===== src/rtl/servo_pwm_pkg.sv =====
package servo_pwm_pkg;

    // Width of the signed position command (Q1.15)
    localparam int unsigned POS_W = 16;

    // One channel's write request as seen by the datapath
    typedef struct packed {
        logic                    wr;
        logic signed [POS_W-1:0] pos;
    } pos_cmd_t;

    // Map a signed fraction onto [lo, lo+span):
    // lo + floor((pos + 2^15) * span / 2^16)
    function automatic int unsigned pos_to_cmp(
        input logic signed [POS_W-1:0] pos,
        input int unsigned             lo,
        input int unsigned             span
    );
        logic [POS_W-1:0] offs;
        logic [47:0]      prod;
        offs = {~pos[POS_W-1], pos[POS_W-2:0]};
        prod = 48'(offs) * 48'(span);
        return lo + 32'(prod >> 16);
    endfunction

endpackage


===== src/rtl/spwm_period_ctr.sv =====
module spwm_period_ctr #(
    parameter int unsigned PERIOD_TICKS = 20000,
    parameter int unsigned CW           = $clog2(PERIOD_TICKS + 1)
) (
    input  logic          clk,
    input  logic          rst,
    output logic [CW-1:0] cnt_o,
    output logic          wrap_o
);

    localparam logic [CW-1:0] LAST = CW'(PERIOD_TICKS - 1);

    // Last cycle of the period: the next edge returns the count to zero
    assign wrap_o = (cnt_o == LAST);

    always_ff @(posedge clk) begin
        if (rst) begin
            cnt_o <= '0;
        end else if (wrap_o) begin
            cnt_o <= '0;
        end else begin
            cnt_o <= cnt_o + CW'(1);
        end
    end

endmodule


===== src/rtl/spwm_channel.sv =====
module spwm_channel
    import servo_pwm_pkg::*;
#(
    parameter int unsigned CW        = 16,
    parameter int unsigned MIN_TICKS = 950,
    parameter int unsigned MAX_TICKS = 1600
) (
    input  logic          clk,
    input  logic          rst,
    input  pos_cmd_t      cmd_i,
    input  logic          load_i,
    input  logic [CW-1:0] cnt_i,
    output logic [CW-1:0] act_o,
    output logic          pwm_o
);

    localparam int unsigned   SPAN    = MAX_TICKS - MIN_TICKS;
    localparam logic [CW-1:0] NEUTRAL = CW'(pos_to_cmp(16'sd0, MIN_TICKS, SPAN));

    logic [CW-1:0] shadow_q;
    logic [CW-1:0] wr_cmp;

    always_comb begin
        wr_cmp = CW'(pos_to_cmp(cmd_i.pos, MIN_TICKS, SPAN));
    end

    // The live register copies the shadow value held before this edge,
    // so a write on the boundary cycle waits one more period
    always_ff @(posedge clk) begin
        if (rst) begin
            shadow_q <= NEUTRAL;
            act_o    <= NEUTRAL;
        end else begin
            if (cmd_i.wr) begin
                shadow_q <= wr_cmp;
            end
            if (load_i) begin
                act_o <= shadow_q;
            end
        end
    end

    // Edge-aligned, high-true
    assign pwm_o = (cnt_i < act_o);

endmodule


===== src/rtl/spwm_frame_tick.sv =====
module spwm_frame_tick #(
    parameter int unsigned TICK_W = 32
) (
    input  logic              clk,
    input  logic              rst,
    input  logic              wrap_i,
    output logic              start_o,
    output logic [TICK_W-1:0] tick_o
);

    localparam logic [TICK_W-1:0] TOP = '1;

    always_ff @(posedge clk) begin
        if (rst) begin
            start_o <= 1'b0;
            tick_o  <= '0;
        end else begin
            start_o <= wrap_i;
            if (wrap_i && (tick_o != TOP)) begin
                tick_o <= tick_o + TICK_W'(1);
            end
        end
    end

endmodule


===== src/rtl/servo_pwm_pair.sv =====
module servo_pwm_pair
    import servo_pwm_pkg::*;
#(
    parameter int unsigned PERIOD_TICKS = 20000,
    parameter int unsigned MIN_TICKS    = 950,
    parameter int unsigned MAX_TICKS    = 1600,
    parameter int unsigned TICK_W       = 32
) (
    input  logic                    clk,
    input  logic                    rst,
    input  logic signed [POS_W-1:0] pos0,
    input  logic                    pos0_wr,
    input  logic signed [POS_W-1:0] pos1,
    input  logic                    pos1_wr,
    output logic                    pwm0,
    output logic                    pwm1,
    output logic                    frame_start,
    output logic [TICK_W-1:0]       tick_count
);

    localparam int unsigned NCH = 2;
    localparam int unsigned CW  = $clog2(PERIOD_TICKS + 1);

    logic [CW-1:0] cnt_q;
    logic          wrap;
    pos_cmd_t      cmd     [NCH];
    logic [CW-1:0] act_cmp [NCH];
    logic          pwm_v   [NCH];

    assign cmd[0] = '{wr: pos0_wr, pos: pos0};
    assign cmd[1] = '{wr: pos1_wr, pos: pos1};

    spwm_period_ctr #(
        .PERIOD_TICKS(PERIOD_TICKS),
        .CW          (CW)
    ) u_ctr (
        .clk   (clk),
        .rst   (rst),
        .cnt_o (cnt_q),
        .wrap_o(wrap)
    );

    for (genvar ch = 0; ch < NCH; ch++) begin : g_ch
        spwm_channel #(
            .CW       (CW),
            .MIN_TICKS(MIN_TICKS),
            .MAX_TICKS(MAX_TICKS)
        ) u_ch (
            .clk   (clk),
            .rst   (rst),
            .cmd_i (cmd[ch]),
            .load_i(wrap),
            .cnt_i (cnt_q),
            .act_o (act_cmp[ch]),
            .pwm_o (pwm_v[ch])
        );
    end

    spwm_frame_tick #(
        .TICK_W(TICK_W)
    ) u_tick (
        .clk    (clk),
        .rst    (rst),
        .wrap_i (wrap),
        .start_o(frame_start),
        .tick_o (tick_count)
    );

    assign pwm0 = pwm_v[0];
    assign pwm1 = pwm_v[1];

endmodule


===== config.mk =====
export PLATFORM = sky130hd
export DESIGN_NAME = servo_pwm_pair
export DESIGN_NICKNAME = d
export VERILOG_FILES = /design/src/rtl/servo_pwm_pkg.sv /design/src/rtl/spwm_period_ctr.sv /design/src/rtl/spwm_channel.sv /design/src/rtl/spwm_frame_tick.sv /design/src/rtl/servo_pwm_pair.sv
export SDC_FILE = /design/constraint.sdc
export NUM_CORES = 1
export LEC_CHECK = 0
export BUFFER_PORTS_ARGS = -buffer_cell sky130_fd_sc_hd__buf_2
export CELL_PAD_IN_SITES_DETAIL_PLACEMENT = 1
export CELL_PAD_IN_SITES_GLOBAL_PLACEMENT = 1
export CORE_ASPECT_RATIO = 1.25
export CORE_MARGIN = 5
export CORE_UTILIZATION = 50
export DETAILED_ROUTE_END_ITERATION = 7
export PLACE_DENSITY_LB_ADDON = 0.15
export SLEW_MARGIN = 20
export SYNTH_ARGS = -nofsm -noshare
export SYNTH_HDL_FRONTEND = slang
export SYNTH_SLANG_ARGS = --single-unit

===== constraint.sdc =====
create_clock -name clk -period 8.89 [get_ports clk]
set_clock_uncertainty 0.15 [all_clocks]
set_input_delay 1.3335 -clock clk [delete_from_list [all_inputs] [get_ports clk]]
set_output_delay 1.3335 -clock clk [all_outputs]
set_load 0.01 [all_outputs]

# Yosys cells after proc, flatten, opt, wreduce, memory -nomap -nowiden
# Index checks and enable logic that the tools add are counted.
[word_totals] regBits=108 out_inout_bits=35
[classes] addsub=4 n_mul=2 n_lt_le_gt_ge=2 n_eq_ne=2 bitwise=2 reduce_logical=2
[op_table] cell="16-bit by 9-bit multiplier with 25-bit output (second input constant)" n=2
[op_table] cell="32-bit by 1-bit adder with 32-bit output (second input constant)" n=1
[op_table] cell="32-bit inequality test (second input constant)" n=1
[op_table] cell="15-bit < comparator" n=2
[op_table] cell="10-bit by 10-bit adder with 11-bit output (first input constant)" n=2
[op_table] cell="15-bit by 1-bit adder with 15-bit output (second input constant)" n=1
[op_table] cell="15-bit == test (second input constant)" n=1
[op_table] cell="1-bit NOT" n=2
[op_table] cell="2-bit OR reduction" n=1
[op_table] cell="1-bit logical AND" n=1

# Logic depth before layout (Yosys ltp)
[logic_depth] word_depth=3 ltp_mapped=22 ltp_nobuf=22

# Hierarchy
# A second synthesis with hierarchy kept.
[unflattened] cells_unflattened=987 hier_area_um2=8700.8
[by_module_without_submodules] module="spwm_channel (g_ch[1].u_ch)" instances=1 cells_per_inst=371 area_each_um2=3273.1 seq_area_each_um2=440.4
[by_module_without_submodules] module="spwm_channel (g_ch[0].u_ch)" instances=1 cells_per_inst=343 area_each_um2=3059.2 seq_area_each_um2=440.4
[by_module_without_submodules] module="spwm_frame_tick" instances=1 cells_per_inst=198 area_each_um2=1694.1 seq_area_each_um2=660.6
[by_module_without_submodules] module="spwm_period_ctr" instances=1 cells_per_inst=75 area_each_um2=674.4 seq_area_each_um2=300.3

# Worst setup path after synthesis
# OpenSTA, ideal clock, no wires.
[synth_timing] path_type="input-to-reg" start="in pos1[8]" end="reg g_ch[1].u_ch.shadow_q[9]" arrival_ps=5777 required_time_ps=8654 setup_slack_ps=2877 stages=19 path_buffers=0 path_cell_list="ha_1 -> ha_1 -> inv_1 -> fa_1 -> fa_1 -> inv_1 -> ha_1 -> a211oi_1 -> o21ai_1 -> and2_1 -> o41ai_1 -> xor2_1 -> ha_1 -> a2111o_1 -> a31oi_1 -> a211o_1 -> o211ai_1 -> xor2_1 -> a211oi_1"
[synth_between] elab_chain_len=2
[synth_rtl] item="start, declared" line_no="servo_pwm_pair.sv:13" rtl="input logic signed [POS_W-1:0] pos1,"
[synth_rtl] item="16-bit by 9-bit multiplier with 25-bit output" line_no="servo_pwm_pkg.sv:22" rtl="prod = 48'(offs) * 48'(span);"
[synth_rtl] item="10-bit by 10-bit adder with 11-bit output" line_no="servo_pwm_pkg.sv:23" rtl="return lo + 32'(prod >> 16);"
[synth_rtl] item="end signal, assigned" line_no="spwm_channel.sv:35" rtl="shadow_q <= wr_cmp;"
[synth_rtl] item="end, declared" line_no="spwm_channel.sv:20" rtl="logic [CW-1:0] shadow_q;"
# Every way passes these cells.
# A chain may end at the register's enable or synchronous reset.

# Final worst setup path
[layout_timing] start="in pos0[8]" end="reg g_ch[0].u_ch.shadow_q[9]"
[layout_between] elab_chain_len=2
[layout_rtl] item="start, declared" line_no="servo_pwm_pair.sv:11" rtl="input logic signed [POS_W-1:0] pos0,"
[layout_rtl] item="16-bit by 9-bit multiplier with 25-bit output" line_no="servo_pwm_pkg.sv:22"
[layout_rtl] item="10-bit by 10-bit adder with 11-bit output" line_no="servo_pwm_pkg.sv:23"
[layout_rtl] item="end signal, assigned" line_no="spwm_channel.sv:35"
[layout_rtl] item="end, declared" line_no="spwm_channel.sv:20"
# Every way passes these cells.

==> results.json <==
{
  "arrival_ps": 6290,
  "layout.nets": 1270,
  "cp-start-kind": "input pin",
  "placed_cells": 1245,
  "ant_nets": 0,
  "gp_congestion": 0.831,
  "critical_path_class": "in2reg",
  "synth_edf_count": 0,
  "muxShareOfSynthArea": 0.00374,
  "finalMaxSlewViolations": 0,
  "yosys_register_bits": 92,
  "grt_max_degree": 53,
  "gr-usage-all-layers": 0.206,
  "tritoncts": "yes",
  "initial_utilization": 0.512,
  "finalSetupViolations": 0,
  "cts_setup_buffers": 0,
  "worst_pin_slew_ps": 693,
  "crit_required_ps": 9000,
  "avgViaCountPerCell": 5.46,
  "tns_ps": 0,
  "fmax_ghz": 0.162,
  "htree_num_levels": 3,
  "synth.distinct_cells": 66,
  "die_area_sq_um": 19400,
  "clockBufferDepth": 2,
  "synth.cell_area_sq_um": 8360,
  "cts_hold_buf": 0,
  "port_buffers": 70,
  "cts_root_buf": "clkbuf_16",
  "cp-end-kind": "flip-flop",
  "synth_area_per_cell_sq_um": 8.55,
  "core_area_sq_um": 16300,
  "synth-simple-area-share": 0.172,
  "grt-ovfl-total": 0,
  "syn2layout_area_growth_pct": 10.3,
  "hold_class": "reg2reg",
  "post-route-period-util": 0.695,
  "wl_um": 19400,
  "outcome": "complete, no violations",
  "ys_top_cells_by_area": "ha_1 24%, dfxtp_1 22%, fa_1 8.1%",
  "clock_latency_ps": 340,
  "n_fill_cell": 2008,
  "die_h_um": 155,
  "drcViolationCount": 0,
  "rsz0062_at_grt": "false",
  "fin_cells": 1261,
  "synth_area_leader_cell": "ha_1",
  "synthXorXnorAreaFrac": 0.0691,
  "synthArstFlopShare": 0,
  "cts-resized-gates": 0,
  "path_clk_slew_ps": 70,
  "chipWidth_um": 126,
  "drive_gt1_frac": 0.104,
  "grt_pass1_wl_um": 34000,
  "hold_viol": 0,
  "drt_iter0_markers": 181,
  "clock-sinks": 92,
  "synthesis.nets": 1208,
  "critPathMaxFanout": 5,
  "wl_per_cell_um": 15.4,
  "drt_pre_antenna_iters": 4,
  "dr_total_vias": 6891,
  "p_leak_nw": 4.65,
  "rows": 52,
  "grt_pass1_vias": 7414,
  "netlist_instances": 978,
  "antenna_cells": 0,
  "max_cap_viol_count": 0,
  "antenna_found_initial": 0,
  "dp_hpwl_um": 16000,
  "cts_inserted_buffers": 9,
  "io_pins": 71,
  "yosys.area_share.adder": 0.321,
  "synth_top_family_by_area": "adder cells",
  "regArea_sq_um": 1840,
  "yosysTopAreaCellShare": 0.239,
  "ys.flop_type": "dfxtp_1",
  "finalCriticalPeriod_ps": 6180,
  "synth_compound_area_frac": 0.140,
  "yosys_warnings": 0,
  "ys_seq_area_frac": 0.220,
  "relSlewSlack": 0.537,
  "ir_drop_mv": 0.0847,
  "p_per_area_nw_per_um2": 201,
  "multi_input_area_sq_um": 5900
}
[report_power, final]
part	leakage [nW]	switching [mW]	internal, mW
registers	0.747	0.0191	0.447
logic	3.75	0.568	0.409
clock network	0.150	0.163	0.248
total	4.65	0.750	1.10
[kinds of logic after synthesis]
kind of cell / Yosys count
and+or+nand+nor: 284
adders and majority gates: 194
DFF: 92
muxes: 3
AOI/OAI and AO/OA: 177
xor gates and xnor gates: 66
buffers and inverters: 162
[flip-flops by register name (all words and copies together), names as in the netlist]
| name | flops |
|---|---|
| u_ctr.cnt_o | 15 |
| u_tick.tick_o | 32 |
| g_ch.u_ch.shadow_q | 22 |
| u_tick.start_o | 1 |
| g_ch.u_ch.act_o | 22 |
[per-layer routing]
layer  routed length, um  GRT usage  vias to the layer above
li1                    -          -                     3465
met1                8210      0.231                     3327
met2               10400      0.408                       75
met3                 388     0.0204                       24
met4                 401     0.0553                        0
met5                   0          0                        -
[critical path: stages]
cell and delay (ps):
buf_2 110, ha_1 290, ha_1 280, inv_1 80
fa_1 520, fa_1 510, inv_1 40, ha_1 320
a21oi_1 190, a21boi_0 120, o311ai_0 470, a211oi_1 190
nor2_1 190, nor2b_1 70, nor2_1 110, xor2_1 170
ha_1 200, inv_1 70, a211o_1 320, a311oi_1 270
nand2_1 90, xnor2_1 120, a211oi_1 220
[final timing paths]
check | from | end | slack [ps] | cells past startpoint
max | pos0[8] | g_ch[0].u_ch.shadow_q[9] | 2710 | 23
min | g_ch[1].u_ch.shadow_q[2] | g_ch[1].u_ch.act_o[2] | 300 | 2
max reg2reg | u_ctr.cnt_o[0] | u_tick.tick_o[29] | 5200 | 11
min reg2reg | g_ch[1].u_ch.shadow_q[2] | g_ch[1].u_ch.act_o[2] | 300 | 2
[per-stage QoR]
stage | setup WS (ps) | instance area [sq um] | power [mW] | hold WS (ps) | utilization
CTS | 2690 | 9230 | 1.88 | 304 | 0.565
floorplan | 2880 | 8360 | 1.23 | 282 | -
global route | 2210 | 9230 | 2.04 | 325 | 0.565
global placement | 2530 | 8910 | 1.42 | 291 | 0.545
finish | 2710 | 9230 | 1.85 | 300 | 0.565
detailed placement | 2340 | 8910 | 1.46 | 297 | 0.545
[layout by cell type, fill, tap and decap left out, drive strengths merged, types with 31 or more instances in the layout]
cell type  netlist  routed
nand2           79      79
a21oi           45      45
dfxtp           92      92
nor2            81      81
xor2            35      35
fa              34      34
buf              3      72
ha             160     160
inv            141     142
o21ai           36      36
xnor2           31      31
[synth_stat cells, drive strengths merged (3+ instances only)]
library cell  count
or3              12
o21a              4
a211o             4
xnor2            31
nand2b            7
nor3b             4
o21ai            36
nor2             81
inv             141
dfxtp            92
a31oi             8
nor2b             4
and3              7
a311oi            3
nand3            26
nor3             16
and2              7
or2               3
a21boi            5
clkbuf           17
nand3b            5
nand2            79
nor4              4
xor2             35
a211oi           16
ha              160
o211ai           19
nand4            19
and4              5
a21oi            45
fa               34
buf               3
a21o             18
[layout make-up]
type | instances | share of cell area
timing repair buffer | 72 | 0.0396
multi-input combinational | 724 | 0.640
sequential | 92 | 0.200
clock inverter | 5 | 0.00922
inverter | 141 | 0.0574
tap | 216 | 0.0293
clock buffer | 11 | 0.0252
No activity file was read; power rests on OpenSTA's default activity.
